[src/rtl/sp_round_pack_pkg.sv]
package sp_round_pack_pkg;
  localparam int SIG_W    = 32;
  localparam int GRD_W    = 7;
  localparam int EXP_W    = 16;
  localparam int EF_W     = 8;
  localparam int FR_W     = SIG_W - 1 - EF_W;
  localparam int EXP_MAX  = (1 << EF_W) - 1;
  localparam int OVF_EXP  = EXP_MAX - 2;
  localparam int BIAS_ADJ = 192;
  localparam int RSIG_W   = SIG_W - GRD_W;

  typedef enum logic [1:0] {
    RM_NEAR = 2'd0,
    RM_DOWN = 2'd1,
    RM_UP   = 2'd2,
    RM_ZERO = 2'd3
  } rmode_e;

  typedef struct packed {
    logic ovf;
    logic unf;
    logic inx;
    logic up;
  } flags_t;
endpackage

[src/rtl/sp_incsel.sv]
module sp_incsel
  import sp_round_pack_pkg::*;
#(
  parameter int G_W = GRD_W
) (
  input  logic [1:0]     mode,
  input  logic           sign,
  output logic [G_W-1:0] inc,
  output logic           near
);
  localparam logic [G_W-1:0] HALF = G_W'(1) << (G_W - 1);
  localparam logic [G_W-1:0] ALL  = {G_W{1'b1}};

  always_comb begin
    near = (mode == RM_NEAR);
    unique case (mode)
      RM_NEAR: inc = HALF;
      RM_UP:   inc = sign ? '0 : ALL;
      RM_DOWN: inc = sign ? ALL : '0;
      default: inc = '0;
    endcase
  end
endmodule

[src/rtl/sp_jam_shift.sv]
module sp_jam_shift #(
  parameter int W  = 32,
  parameter int AW = 16
) (
  input  logic [W-1:0]  din,
  input  logic [AW-1:0] amt,
  output logic [W-1:0]  dout
);
  localparam int SW = $clog2(W);

  logic [W-1:0] st [SW+1];
  logic         huge;

  assign st[0] = din;
  assign huge  = |amt[AW-1:SW];

  for (genvar k = 0; k < SW; k++) begin : g_stage
    localparam int S = 1 << k;
    assign st[k+1] = amt[k] ? ((st[k] >> S) | W'(|st[k][S-1:0])) : st[k];
  end

  assign dout = huge ? W'(|din) : st[SW];

  always_comb begin

    sticky_keep_chk: assert ((|din) == (|dout));
  end
endmodule

[src/rtl/sp_rounder.sv]
module sp_rounder
  import sp_round_pack_pkg::*;
(
  input  logic              sign,
  input  logic [EF_W-1:0]   exp_f,
  input  logic [SIG_W-1:0]  sig,
  input  logic [GRD_W-1:0]  inc,
  input  logic              near,
  output logic [SIG_W-1:0]  word,
  output logic              guard_nz,
  output logic              up
);
  localparam logic [GRD_W-1:0] HALF = GRD_W'(1) << (GRD_W - 1);

  logic [GRD_W-1:0]  gbits;
  logic [RSIG_W-1:0] sig_r;
  logic [RSIG_W-1:0] sig_t;
  logic              tie;
  logic [EF_W-1:0]   exp_p;

  always_comb begin
    gbits    = sig[GRD_W-1:0];
    guard_nz = |gbits;
    sig_r    = RSIG_W'((sig + SIG_W'(inc)) >> GRD_W);
    tie      = near && (gbits == HALF);
    sig_t    = sig_r & ~RSIG_W'(tie);
    exp_p    = (sig_t == '0) ? '0 : exp_f;
    word     = {sign, {(SIG_W-1){1'b0}}}
             + {1'b0, exp_p, {FR_W{1'b0}}}
             + SIG_W'(sig_t);
    up       = guard_nz && ({sig_t, {GRD_W{1'b0}}} > sig);
  end

  always_comb begin

    round_span_chk: assert (sig_t <= (RSIG_W'(1) << (RSIG_W - 1)));
  end
endmodule

[src/rtl/sp_round_pack.sv]
module sp_round_pack
  import sp_round_pack_pkg::*;
(
  input  logic              clk,
  input  logic              rst_n,
  input  logic              in_valid,
  output logic              in_ready,
  input  logic              in_sign,
  input  logic [EXP_W-1:0]  in_exp,
  input  logic [SIG_W-1:0]  in_sig,
  input  logic [1:0]        rnd_mode,
  input  logic              ovf_masked,
  input  logic              unf_masked,
  input  logic              flush_en,
  output logic              out_valid,
  input  logic              out_ready,
  output logic [SIG_W-1:0]  out_word,
  output logic              out_ovf,
  output logic              out_unf,
  output logic              out_inx,
  output logic              out_up
);
  localparam logic signed [EXP_W-1:0] OVF_E  = EXP_W'(OVF_EXP);
  localparam logic signed [EXP_W-1:0] BIAS_E = EXP_W'(BIAS_ADJ);
  localparam logic signed [EXP_W-1:0] NEG1_E = -16'sd1;
  localparam logic [SIG_W:0]          TOP_V  = (SIG_W+1)'(1) << (SIG_W - 1);

  logic [GRD_W-1:0]        inc;
  logic                    near;
  logic signed [EXP_W-1:0] e_in;
  logic signed [EXP_W-1:0] e_b;
  logic [EXP_W-1:0]        shamt;
  logic                    reach_top;
  logic                    hi_zone;
  logic                    ovf_hit;
  logic                    neg;
  logic                    tiny;
  logic                    bias_on;
  logic                    still_neg;
  logic                    flush_hit;
  logic [SIG_W-1:0]        sig_sh;
  logic [SIG_W-1:0]        sig_use;
  logic [EF_W-1:0]         exp_use;
  logic [SIG_W-1:0]        r_word;
  logic                    r_gnz;
  logic                    r_up;
  logic [SIG_W-1:0]        nxt_word;
  flags_t                  nxt_fl;
  flags_t                  fl_q;

  sp_incsel u_incsel (
    .mode (rnd_mode),
    .sign (in_sign),
    .inc  (inc),
    .near (near)
  );

  always_comb begin
    e_in      = in_exp;
    reach_top = ({1'b0, in_sig} + (SIG_W+1)'(inc)) >= TOP_V;
    hi_zone   = $unsigned(e_in) >= $unsigned(OVF_E);
    ovf_hit   = hi_zone && ((e_in > OVF_E) || ((e_in == OVF_E) && reach_top));
    neg       = e_in < 0;
    tiny      = neg && ((e_in < NEG1_E) || !reach_top);
    bias_on   = tiny && !unf_masked;
    e_b       = bias_on ? (e_in + BIAS_E) : e_in;
    still_neg = neg && (e_b < 0);
    shamt     = -e_b;
    flush_hit = still_neg && tiny && flush_en;
  end

  sp_jam_shift #(.W(SIG_W), .AW(EXP_W)) u_shift (
    .din  (in_sig),
    .amt  (shamt),
    .dout (sig_sh)
  );

  always_comb begin
    sig_use = still_neg ? sig_sh : in_sig;
    exp_use = still_neg ? '0 : e_b[EF_W-1:0];
  end

  sp_rounder u_round (
    .sign     (in_sign),
    .exp_f    (exp_use),
    .sig      (sig_use),
    .inc      (inc),
    .near     (near),
    .word     (r_word),
    .guard_nz (r_gnz),
    .up       (r_up)
  );

  always_comb begin
    nxt_fl = '0;
    if (ovf_hit) begin
      nxt_fl.ovf = 1'b1;
      nxt_fl.inx = (|in_sig[GRD_W-1:0]) || ovf_masked;
      nxt_fl.up  = nxt_fl.inx && (inc != '0);
      nxt_word   = (inc == '0) ? {in_sign, EF_W'(EXP_MAX - 1), {FR_W{1'b1}}}
                               : {in_sign, EF_W'(EXP_MAX), {FR_W{1'b0}}};
    end else if (flush_hit) begin
      nxt_fl.unf = 1'b1;
      nxt_fl.inx = 1'b1;
      nxt_word   = {in_sign, {(SIG_W-1){1'b0}}};
    end else begin
      nxt_fl.unf = bias_on || (still_neg && tiny && r_gnz);
      nxt_fl.inx = r_gnz;
      nxt_fl.up  = r_up;
      nxt_word   = r_word;
    end
  end

  assign in_ready = !out_valid || out_ready;

  always_ff @(posedge clk) begin
    if (!rst_n) begin
      out_valid <= 1'b0;
      out_word  <= '0;
      fl_q      <= '0;
    end else if (in_valid && in_ready) begin
      out_valid <= 1'b1;
      out_word  <= nxt_word;
      fl_q      <= nxt_fl;
    end else if (out_ready) begin
      out_valid <= 1'b0;
    end
  end

  assign out_ovf = fl_q.ovf;
  assign out_unf = fl_q.unf;
  assign out_inx = fl_q.inx;
  assign out_up  = fl_q.up;


  stall_hold_chk: assert property (@(posedge clk) disable iff (!rst_n)
    (out_valid && !out_ready) |=> (out_valid && $stable(out_word) && $stable(fl_q)));


  ovf_field_chk: assert property (@(posedge clk) disable iff (!rst_n)
    (out_valid && out_ovf) |-> ((out_word[SIG_W-2 -: EF_W] >= EF_W'(EXP_MAX - 1)) && !out_unf));


  up_needs_inx_chk: assert property (@(posedge clk) disable iff (!rst_n)
    (out_valid && out_up) |-> out_inx);
endmodule

[config.mk]
export PLATFORM = sky130hd
export DESIGN_NAME = sp_round_pack
export DESIGN_NICKNAME = d
export VERILOG_FILES = /design/src/rtl/sp_round_pack_pkg.sv /design/src/rtl/sp_incsel.sv /design/src/rtl/sp_jam_shift.sv /design/src/rtl/sp_rounder.sv /design/src/rtl/sp_round_pack.sv
export SDC_FILE = /design/constraint.sdc
export NUM_CORES = 1
export LEC_CHECK = 0
export ABC_AREA = 1
export BUFFER_PORTS_ARGS = -buffer_cell sky130_fd_sc_hd__buf_2
export CAP_MARGIN = 10
export CORE_MARGIN = 8
export CORE_UTILIZATION = 25
export DETAILED_ROUTE_END_ITERATION = 12
export SLEW_MARGIN = 10
export SYNTH_ARGS = -nofsm -noshare
export SYNTH_HDL_FRONTEND = slang
export SYNTH_SLANG_ARGS = --single-unit
[constraint.sdc]
create_clock -name clk -period 8.4 [get_ports clk]
set_input_delay 0.42 -clock clk [delete_from_list [all_inputs] [get_ports clk]]
set_output_delay 0.42 -clock clk [all_outputs]
set_load 0.02 [all_outputs]
==> qor.txt <==
First-pass GRT wire length = 40600 um
R2R setup slack = 6260 ps
Mapped Area = 6630 um^2
RR Startpoint = out_valid
Reg2Reg Depth = 7
Critical path class = in -> reg
Layout area overhead = 15.7%
Synth Instances = 1222
CTS root buffer = clkbuf_16
Final Hold Viols = 0
Unique masters post-synth = 49
Util after Layout = 0.294
Grt ovf = 0
Filler Cells Inserted = 2954
Most common cell after layout, fill and taps aside = nand2_1
DR pass1 iterations = 5
Power consumption = 817 uW
Hold EP = out_valid
Top cell by count, worst path = nand2_1
Hold Slack = 429 ps
Worst Max-Slew Pin Slew = 932 ps
Detailed-route via count = 8169
Outcome = finished, final reports clean
FP Rows = 59
Core Region = 26100 um^2
Die X = 179 um
Detailed Place HPWL = 21400 um
Pwr Density = 107 nW/um^2
Data required, critical path = 8610 ps
Leakage Power = 0.00388 uW
Tcrit/Tclk final = 0.909
Hold path depth = 4
Final min period = 7640 ps
Starting Density = 0.254
Max transition margin = 0.378
Pint = 476 uW
Max incr delay on CP = 300 ps
Setup violators final = 0
Largest net degree at the start of global routing = 64
Register bit count reported by yosys = 37
Setup Skew = 4.57 ps
Max Clock Freq = 0.131 GHz
CP max stage cell = ha_1
Switching share of total power = 0.417
Vias per inst = 5.00
Peak supply drop = 0.107 mV
Die area = 32000 um^2
Total track usage = 0.158
Cts bufs inserted = 5
Clock slew at reported path FFs = 60 ps
Worst setup EP type = register
Syn Nets = 1308
CP Launch Type = input pin
Max FO, Critical Path = 15
DRT iter0 DRCs = 547
Synth area leaders = nand2_1 (21%), dfxtp_1 (11%), o21ai_0 (8.8%), inv_1 (8.5%), nand3_1 (7.2%)
Initial antenna violation count = 1
# IOs = 96
Avg Cell Area, Syn = 5.43 um^2
WL final = 25800 um
WL/cell = 15.8 um
Sequential Power Share = 0.242
Worst EP arrival = 7850 ps
Clock Sinks = 37
Chip Height = 179 um
Post-layout nets = 1383
Max Cap Viol = 0
Switching power = 341 uW
Share of layout cells above drive strength 1 = 0.149
Commonest cells after routing, fill and taps aside = nand2_1 (365), inv_1 (151), o21ai_0 (117)
Max Slew Vio Count = 0
Clock network fraction of design power = 0.293
Hold path start = out_ready
Post-DRT Antenna Nets = 0
GP Congestion = 1.01
Post-synthesis sequential area ratio = 0.112
Worst Hold Class = in -> reg
Vias in the first global route = 7793
RR Endpoint = out_word[25]
Leading area contributor after synthesis = nand2_1
Port-buffer cells = 95
Setup WS pre-CTS = 271 ps
H-tree depth = 2
Logic pwr share = 0.465
Synth top area share = 0.207
Yosys warning total = 0
Remaining DRCs = 0
Clock Tree Buf Depth = 2
CTS tree = done
Clk Latency, worst-skew pair = 280 ps
Fin Setup TNS = 0 ps
Setup ws final = 764 ps
-- cells by family (layout without fill, tap and decap cells) --
kind of cell             count (synthesis)  count (layout)  synth area share
AO/OA/AOI/OAI                          223             223             0.183
AND/OR/NAND/NOR                        678             678             0.461
adder cells (fa/ha/maj)                 28              28            0.0540
multiplexers                            33              33            0.0498
XOR/XNOR                                13              13            0.0172
other                                    0               1                 0
flip-flops                              37              37             0.112
buffers and inverters                  210             286             0.124
-- critical path: cells and delay by family --
| kind | cells | cell delay [ps] |
|---|---|---|
| and+or+nand+nor | 39 | 4710 |
| adders and majority gates | 4 | 1050 |
| AOI/OAI and AO/OA | 6 | 900 |
| buffers and inverters | 8 | 720 |
-- layer usage --
layer | wire [um] | track usage | vias up
met2 | 12300 | 0.272 | 247
met1 | 11200 | 0.194 | 3670
li1 | - | - | 4187
met3 | 1060 | 0.0198 | 65
met4 | 1140 | 0.0692 | 0
met5 | 0 | 0 | -
-- worst max path at each step --
stage | slack, ps | depth (start not counted) | to | startpoint
2_1_floorplan | 1610 | 58 | out_word[30] | rnd_mode[1]
6_report | 760 | 57 | out_word[30] | rnd_mode[1]
5_1_grt | -40 | 57 | out_word[30] | rnd_mode[1]
3_3_place_gp | 520 | 56 | out_word[28] | in_sign
3_5_place_dp | 270 | 56 | out_word[28] | rnd_mode[1]
4_1_cts | 560 | 56 | out_word[28] | rnd_mode[1]
-- metrics by stage --
step | area, um^2 | cells
after global placement | 7410 | 1618
after floorplan | 6630 | 1222
after global routing | 7670 | 1634
after detailed placement | 7410 | 1618
final | 7670 | 1634
after CTS | 7600 | 1626
-- flip-flops by register name, summed over array words and instances (netlist names) --
name,count
out_inx,1
out_unf,1
out_word,32
out_valid,1
out_ovf,1
out_up,1
-- power groups by stage --
stage | sequential [uW] | clock [uW] | combinational [uW]
after global placement | 200 | 0 | 374
after CTS | 197 | 244 | 374
final | 197 | 240 | 380
after floorplan | 218 | 0 | 235
after global routing | 199 | 253 | 422
after detailed placement | 201 | 0 | 372
-- cells in the mapped netlist (all sizes together) --
cell	number
a211oi	5
xnor2	4
clkinv	3
o21a	1
o2111ai	1
o31ai	2
nand3	100
o211ai	5
dfxtp	37
nor2	103
a221oi	1
mux2i	33
nor3	16
nor3b	1
o21ai	135
o221ai	1
a31oi	2
fa	1
nand2	385
inv	161
nand3b	8
ha	27
o22ai	5
and3	1
a21bo	1
nand4	39
or2	7
nor4	18
buf	10
clkbuf	36
a21oi	64
xor2	9
-- cell type report --
| cell class | instances | area, um^2 | area share |
|---|---|---|---|
| Clock inverter | 3 | 65.1 | 0.00848 |
| Inverter | 164 | 617 | 0.0804 |
| Multi-Input combinational cell | 975 | 5080 | 0.663 |
| Tap cell | 335 | 419 | 0.0546 |
| Timing Repair Buffer | 114 | 618 | 0.0806 |
| Clock buffer | 5 | 125 | 0.0163 |
| Sequential cell | 37 | 741 | 0.0965 |
| Antenna cell | 1 | 2.50 | 0.000326 |
-- what timing repair did --
action,CTS,global route
hold buffers,0,0
resized for setup,0,5
setup endpoints to repair,0,8
setup buffers,0,7
endpoints found under the hold margin,0,0
No activity file was read; power rests on OpenSTA's default activity.
